--- src/rtl/ftd_pkg.sv ---
package ftd_pkg;
    localparam int REG_W    = 8;
    localparam int DIV_W    = 6;
    localparam int PRE_LOG2 = 3;
    localparam int FLAG_BIT = REG_W - 1;
    localparam int PRE_BIT  = REG_W - 2;

    typedef enum logic {
        CFG_BLANK  = 1'b0,
        CFG_LOCKED = 1'b1
    } cfg_state_t;

    typedef enum logic {
        TK_IDLE = 1'b0,
        TK_RUN  = 1'b1
    } tick_state_t;
endpackage

--- src/rtl/ftd_cfg_reg.sv ---
module ftd_cfg_reg
    import ftd_pkg::*;
#(
    parameter int DW = DIV_W
) (
    input  logic          clk,
    input  logic          rst_n,
    input  logic          wr_hit,
    input  logic          wr_pre8,
    input  logic [DW-1:0] wr_div,
    output logic          pre8,
    output logic [DW-1:0] div,
    output logic          loaded
);
    cfg_state_t state_q, state_d;

    // state register
    always_ff @(posedge clk or negedge rst_n) begin
        if (!rst_n) begin
            state_q <= CFG_BLANK;
        end else begin
            state_q <= state_d;
        end
    end

    // transitions: only the first hit leaves CFG_BLANK
    always_comb begin
        state_d = state_q;
        unique case (state_q)
            CFG_BLANK:  if (wr_hit) state_d = CFG_LOCKED;
            CFG_LOCKED: state_d = CFG_LOCKED;
        endcase
    end

    // field capture happens only on the BLANK -> LOCKED transition
    always_ff @(posedge clk or negedge rst_n) begin
        if (!rst_n) begin
            pre8 <= 1'b0;
            div  <= '0;
        end else if (state_q == CFG_BLANK && wr_hit) begin
            pre8 <= wr_pre8;
            div  <= wr_div;
        end
    end

    always_comb begin
        loaded = (state_q == CFG_LOCKED);
    end
endmodule

--- src/rtl/ftd_prescale.sv ---
module ftd_prescale
    import ftd_pkg::*;
#(
    parameter int LOG2 = PRE_LOG2
) (
    input  logic clk,
    input  logic rst_n,
    input  logic run,
    input  logic enable8,
    output logic strobe
);
    generate
        if (LOG2 == 0) begin : g_none
            assign strobe = run;
        end else begin : g_cnt
            localparam logic [LOG2-1:0] LAST = '1;
            logic [LOG2-1:0] cnt_q;

            always_ff @(posedge clk or negedge rst_n) begin
                if (!rst_n) begin
                    cnt_q <= '0;
                end else if (run) begin
                    cnt_q <= cnt_q + 1'b1;
                end
            end

            assign strobe = run && (!enable8 || cnt_q == LAST);
        end
    endgenerate
endmodule

--- src/rtl/ftd_tick_cnt.sv ---
module ftd_tick_cnt
    import ftd_pkg::*;
#(
    parameter int DW = DIV_W
) (
    input  logic          clk,
    input  logic          rst_n,
    input  logic          loaded,
    input  logic [DW-1:0] reload,
    input  logic          step,
    output logic          tick
);
    tick_state_t state_q, state_d;
    logic [DW-1:0] cnt_q;

    // state register
    always_ff @(posedge clk or negedge rst_n) begin
        if (!rst_n) begin
            state_q <= TK_IDLE;
        end else begin
            state_q <= state_d;
        end
    end

    // transitions
    always_comb begin
        state_d = state_q;
        unique case (state_q)
            TK_IDLE: if (loaded) state_d = TK_RUN;
            TK_RUN:  state_d = TK_RUN;
        endcase
    end

    // down-counter: reloads on entry to TK_RUN and each time it hits zero
    always_ff @(posedge clk or negedge rst_n) begin
        if (!rst_n) begin
            cnt_q <= '0;
        end else begin
            unique case (state_q)
                TK_IDLE: if (loaded) cnt_q <= reload;
                TK_RUN: begin
                    if (step) begin
                        if (cnt_q == '0) cnt_q <= reload;
                        else             cnt_q <= cnt_q - 1'b1;
                    end
                end
            endcase
        end
    end

    // outputs
    always_comb begin
        tick = 1'b0;
        unique case (state_q)
            TK_IDLE: tick = 1'b0;
            TK_RUN:  tick = step && (cnt_q == '0);
        endcase
    end
endmodule

--- src/rtl/flash_tick_div.sv ---
module flash_tick_div
    import ftd_pkg::*;
#(
    parameter int ADDR_W = 4
) (
    input  logic              clk,
    input  logic              rst_n,
    input  logic [ADDR_W-1:0] bus_addr,
    input  logic              bus_wr,
    input  logic [REG_W-1:0]  bus_wdata,
    output logic [REG_W-1:0]  bus_rdata,
    output logic              tick_en,
    output logic              cfg_loaded
);
    localparam logic [ADDR_W-1:0] CFG_OFFSET = '0;

    logic             sel_cfg;
    logic             cfg_pre8;
    logic [DIV_W-1:0] cfg_div;
    logic             pre_strobe;
    logic             unused_wd_flag;

    assign sel_cfg        = (bus_addr == CFG_OFFSET);
    assign unused_wd_flag = bus_wdata[FLAG_BIT];

    ftd_cfg_reg #(.DW(DIV_W)) cfg_i (
        .clk     (clk),
        .rst_n   (rst_n),
        .wr_hit  (bus_wr && sel_cfg),
        .wr_pre8 (bus_wdata[PRE_BIT]),
        .wr_div  (bus_wdata[DIV_W-1:0]),
        .pre8    (cfg_pre8),
        .div     (cfg_div),
        .loaded  (cfg_loaded)
    );

    ftd_prescale #(.LOG2(PRE_LOG2)) pre_i (
        .clk     (clk),
        .rst_n   (rst_n),
        .run     (cfg_loaded),
        .enable8 (cfg_pre8),
        .strobe  (pre_strobe)
    );

    ftd_tick_cnt #(.DW(DIV_W)) tick_i (
        .clk    (clk),
        .rst_n  (rst_n),
        .loaded (cfg_loaded),
        .reload (cfg_div),
        .step   (pre_strobe),
        .tick   (tick_en)
    );

    always_comb begin
        bus_rdata = '0;
        if (sel_cfg) begin
            bus_rdata[FLAG_BIT]    = cfg_loaded;
            bus_rdata[PRE_BIT]     = cfg_pre8;
            bus_rdata[DIV_W-1:0]   = cfg_div;
        end
    end
endmodule

--- config.mk ---
export PLATFORM = sky130hd
export DESIGN_NAME = flash_tick_div
export DESIGN_NICKNAME = d
export VERILOG_FILES = /design/src/rtl/ftd_pkg.sv /design/src/rtl/ftd_cfg_reg.sv /design/src/rtl/ftd_prescale.sv /design/src/rtl/ftd_tick_cnt.sv /design/src/rtl/flash_tick_div.sv
export SDC_FILE = /design/constraint.sdc
export NUM_CORES = 1
export LEC_CHECK = 0
export BUFFER_PORTS_ARGS = -buffer_cell sky130_fd_sc_hd__buf_2
export CAP_MARGIN = 10
export CORE_MARGIN = 10
export CORE_UTILIZATION = 55
export DETAILED_ROUTE_END_ITERATION = 10
export PLACE_DENSITY = 0.82
export SYNTH_ARGS = -nofsm -noshare
export SYNTH_HDL_FRONTEND = slang
export SYNTH_SLANG_ARGS = --single-unit
--- constraint.sdc ---
create_clock -name clk -period 2.95 [get_ports clk]
set_clock_uncertainty 0.1 [all_clocks]
set_input_delay 0.1475 -clock clk [delete_from_list [all_inputs] [get_ports clk]]
set_output_delay 0.1475 -clock clk [all_outputs]
set_load 0.1 [all_outputs]
# Yosys cells after proc, flatten, opt, wreduce, memory -nomap -nowiden
# Cells that the tools add are included.
[totals]
reg_bits = 18
latch_bits = 0
mem_bits_rw = 0
romBits = 0
input_bits = 15
n_memories = 0
[op_classes]
n_addsub = 2
multipliers = 0
div = 0
n_lt_le_gt_ge = 0
eq_ne = 3
n_shift = 0
mux = 10
n_bitwise = 2
reduce_logical = 9
[ops]
columns = ["cell", "n"]
rows = [
  ["$mux 6", 3],
  ["$pmux 6 s2", 1],
  ["$mux 8", 1],
  ["$logic_not 6->1", 1],
  ["$pmux 1 s2", 3],
  ["$sub 6x1->6 const B", 1],
  ["$logic_and 1x1->1", 4],
  ["$logic_not 4->1", 1],
  ["$add 3x1->3 const B", 1],
  ["$eq 3x3->1 const B", 1],
  ["$mux 1", 2],
  ["$ne 2x1->1 const B", 1],
  ["$ne 2x2->1 const B", 1],
  ["$not 1->1", 2],
  ["$reduce_and 2->1", 1],
  ["$logic_not 1->1", 1],
  ["$logic_or 1x1->1", 1],
]

# Depth between registers and ports, before layout
[logic_depth]
depth_word = 5
mapped_depth = 7
depth_no_buf = 6

# Modules after synthesis
# From an unflattened synthesis, not the netlist that was laid out.
[unflattened]
hier_cells = 88
area_unflattened_um2 = 1044.8
[modules_own_cells]
columns = ["module", "instances", "cells_per_inst", "area_per_inst_um2", "seq_area_each_um2"]
rows = [
  ["ftd_tick_cnt", 1, 50, 488.0, 175.2],
  ["ftd_cfg_reg", 1, 18, 336.6, 200.2],
  ["ftd_prescale", 1, 10, 142.6, 75.1],
  ["flash_tick_div", 1, 10, 77.6, 0.0],
]

# Worst setup path before layout
# No wires, ideal clock.
[synth_path]
path_type = "register -> output"
from = "register cfg_i.state_q (netlist: cfg_i.loaded)"
to = "output port tick_en"
t_arrival_ps = 3315
required_ps = 2703
slack_ps = -613
path_stages_with_launch = 4
n_path_buf = 1
path_cell_list = "dfrtp_1 buf_2 nand2_1 nor3_1"
[synth_between]
elab_chain_len = 3
[synth_lines]
columns = ["element", "line_no", "source"]
rows = [
  ["start, declared", "ftd_cfg_reg.sv:15", "cfg_state_t state_q, state_d;"],
  ["start signal, assigned", "ftd_cfg_reg.sv:22", "state_q <= state_d;"],
  ["$logic_and 1x1->1", "ftd_prescale.sv:27", "assign strobe = run && (!enable8 || cnt_q == LAST);"],
  ["$logic_and 1x1->1", "ftd_tick_cnt.sv:56", "TK_RUN: tick = step && (cnt_q == '0);"],
  ["$pmux 1 s2", "ftd_tick_cnt.sv:54", "unique case (state_q)"],
  ["end, declared", "flash_tick_div.sv:12", "output logic tick_en,"],
]
# No other way between the ends.

# Worst setup path in the final report
[layout_path]
from = "register tick_i.cnt_q[0]"
to = "output port tick_en"
[layout_between]
elab_chain_len = 3
[layout_lines]
columns = ["element", "line_no", "source"]
rows = [
  ["start, declared", "ftd_tick_cnt.sv:14", "logic [DW-1:0] cnt_q;"],
  ["start signal, assigned", "ftd_tick_cnt.sv:40", "TK_IDLE: if (loaded) cnt_q <= reload;"],
  ["start signal, assigned", "ftd_tick_cnt.sv:43", "if (cnt_q == '0) cnt_q <= reload;"],
  ["start signal, assigned", "ftd_tick_cnt.sv:44", "else cnt_q <= cnt_q - 1'b1;"],
  ["$logic_not 6->1", "ftd_tick_cnt.sv:56", ""],
  ["$logic_and 1x1->1", "ftd_tick_cnt.sv:56", ""],
  ["$pmux 1 s2", "ftd_tick_cnt.sv:54", ""],
]
# No other way between the ends.

==> impl_metrics.tcl <==
set metrics [dict create \
    outcome "completed" \
    synth_edf_count 0 \
    layout-drive-gt1-share_pct 41.7 \
    syn_inst 90 \
    firstDrtPassIters 4 \
    grt_use_met2_pct 22.4 \
    grt_util_met1_pct 12.8 \
    setup_viol 0 \
    relSlewSlack_pct 63.0 \
    clk_pin_slew_worst_paths_ns 0.10 \
    avgViaCountPerCell 5.41 \
    fillers 117 \
    synth_largest_area_cell "dfrtp_1" \
    syn_nets 109 \
    synthTopCellsByCount "dfrtp_1 (18), mux2_2 (9), and2_2 (8), nand2_1 (8)" \
    powerDensity_nw_per_um2 747 \
    period_share_pct 76.1 \
    core_area_um2 1710 \
    drtIter0Drc 28 \
    cp_data_required_time_ns 2.70 \
    grt_pass1_wl_mm 3.95 \
    pin_count 25 \
    hold_violations 0 \
    crit_arrival_ns 2.00 \
    start_kind "flop" \
    hp-class "in -> reg" \
    place.gp.congestion 0.838 \
    wire_per_inst_um 15.6 \
    h-tree-depth 1 \
    synth_area_um2 987 \
    ys_types 32 \
    die_w_um 62.4 \
    ys_seq_area_share_pct 45.6 \
    synth_ff_type "dfrtp_1" \
    hold_start "bus_wdata[0]" \
    cts_sinks 18 \
    overflow 0 \
    timing.fmax_ghz 0.445 \
    worst_pin_slew_ns 0.551 \
    ys_ff_latch 18 \
    whs_ns 0.00751 \
    clock_latency_ns 0.29 \
    vias 785 \
    avgSynthCellArea_um2 11.0 \
    yosys-top-cells-area "dfrtp_1 (46%), mux2_2 (10%), and2_2 (6.1%)" \
    dp_hpwl_mm 1.69 \
    nets 141 \
    initial_core_util_pct 57.8 \
    antenna_found_initial 0 \
    syn2layout_area_growth_pct 23.3 \
    cts_resized 0 \
    slew_viol_final 0 \
    r2r_start "tick_i.cnt_q[0]" \
    postRouteAntennaNets 0 \
    crit_type "reg -> out" \
    die_y_um 62.4 \
    post-cts-setup-buffers 0 \
    io_buffers 23 \
    cts_buffers 3 \
    synth_most_common_cell "dfrtp_1" \
    n_antenna_cell 0 \
    cp_max_fo 4 \
    grt_max_degree 19 \
    rows 15 \
    yosysTopAreaCellShare_pct 45.6 \
    use_met3_pct 2.69 \
    drv_cap 0 \
    cts_buffer_depth 2 \
    die-area_um2 3890 \
    clockRootBuffer "clkbuf_4" \
    grt_pass1_vias 906 \
    drc 0 \
    wirelength_mm 2.27 \
    crit_path_start "tick_i.cnt_q[0]" \
    top_usage_layer "met2" \
    cts_tree "built" \
    synthArstFlopShare_pct 100 \
    ys_warn_count 0 \
    p_leak_nw 0.587 \
    tns_ns 0 \
    rsz0062_at_grt "no" \
    end_kind "output port" \
    track_usage_pct 12.2 \
    ir_drop_mv 0.649 \
    period_minus_slack_ns 2.25 \
]
-- where the power goes --
group / internal (W) / switching, W
Combinational: 0.000167 / 0.000204
Clock: 0.0000476 / 0.0000753
Sequential: 0.000336 / 0.0000795
-- cell families (layout without fill, tap and decap cells) --
family                     Yosys count  count (layout)  share of synthesized area (%)
muxes                                9               9                           10.3
xor gates and xnor gates             1               1                          0.887
and+or+nand+nor                     37              37                           24.6
buffers and inverters                5              35                           2.15
AOI/OAI and AO/OA                   16              16                           11.4
DFF                                 18              18                           45.6
adders and majority gates            4               4                           5.07
-- worst max-delay path, stage by stage (launching register included) --
cell	delay (ns)
dfrtp_1	0.40
inv_1	0.12
ha_1	0.18
nor2b_1	0.23
nand2_1	0.13
nor3_2	0.19
buf_2	0.45
-- final timing paths --
| kind | to | slack [ns] | depth (start not counted) |
|---|---|---|---|
| worst max register to register | tick_i.cnt_q[4] | 1.17 | 6 |
| worst max-delay path | tick_en | 0.70 | 6 |
| min in group asynchronous | tick_i.cnt_q[1] | 0.20 | 2 |
| max in group asynchronous | pre_i.g_cnt.cnt_q[2] | 2.27 | 2 |
| worst min register to register | pre_i.g_cnt.cnt_q[0] | 0.38 | 1 |
| worst min-delay path | cfg_i.div[0] | 0.008 | 2 |
-- metal layers --
layer,share of wire (%),vias to the layer above
li1,-,380
met1,41,378
met2,53,23
met3,4.4,4
met4,1.3,0
met5,0,-
-- metrics by stage --
step,cells,power [W],worst slack (ns),instance area (µm²),util [%]
5_1_grt,145,0.000979,0.573,1220,71.3
3_5_place_dp,135,0.000785,1.05,1120,65.9
6_report,145,0.000910,0.704,1220,71.3
4_1_cts,145,0.000910,0.715,1220,71.3
3_3_place_gp,135,0.000753,1.12,1120,65.9
2_1_floorplan,90,0.000693,0.243,992,-
-- layout make-up --
cell class / count / area, µm² / area share (%)
Multi-Input combinational cell: 67 / 520 / 42.8
Sequential cell: 18 / 450 / 37.0
Timing Repair Buffer: 30 / 185 / 15.2
Tap cell: 25 / 31.3 / 2.57
Clock buffer: 3 / 22.5 / 1.85
Inverter: 2 / 7.51 / 0.617
-- repair_timing --
item | in CTS | in global routing
endpoints found under the setup margin | 0 | 0
hold endpoints to repair | 24 | 0
hold buffers | 7 | 0
-- placed cells by master, fill, tap and decap left out --
cell type / count
buf_2: 23
dfrtp_1: 18
mux2_2: 9
and2_2: 8
nand2_1: 8
dlygate4sd3_1: 7
nor2_1: 4
ha_1: 4
a21oi_1: 3
o21ai_0: 3
clkbuf_4: 3
inv_1: 2
nor3_2: 2
nor2b_1: 2
nand3b_1: 2
nand3_1: 2
nand4_1: 2
a2bb2oi_1: 2
nor3_1: 2
nor4_4: 1
or2_2: 1
a21o_2: 1
a21boi_1: 1
and2_1: 1
nand4b_1: 1
a21bo_2: 1
o311ai_0: 1
o211ai_1: 1
nand3b_4: 1
xor2_1: 1
o22ai_1: 1
o2bb2ai_1: 1
a211oi_1: 1
-- state kept, by name (all words and copies together) (netlist names) --
signal and cells:
tick_i.state_q 1, cfg_i.loaded 1, tick_i.cnt_q 6, cfg_i.pre8 1, pre_i.g_cnt.cnt_q 3, cfg_i.div 6
Note: power is estimated with default switching activity, not from simulation.
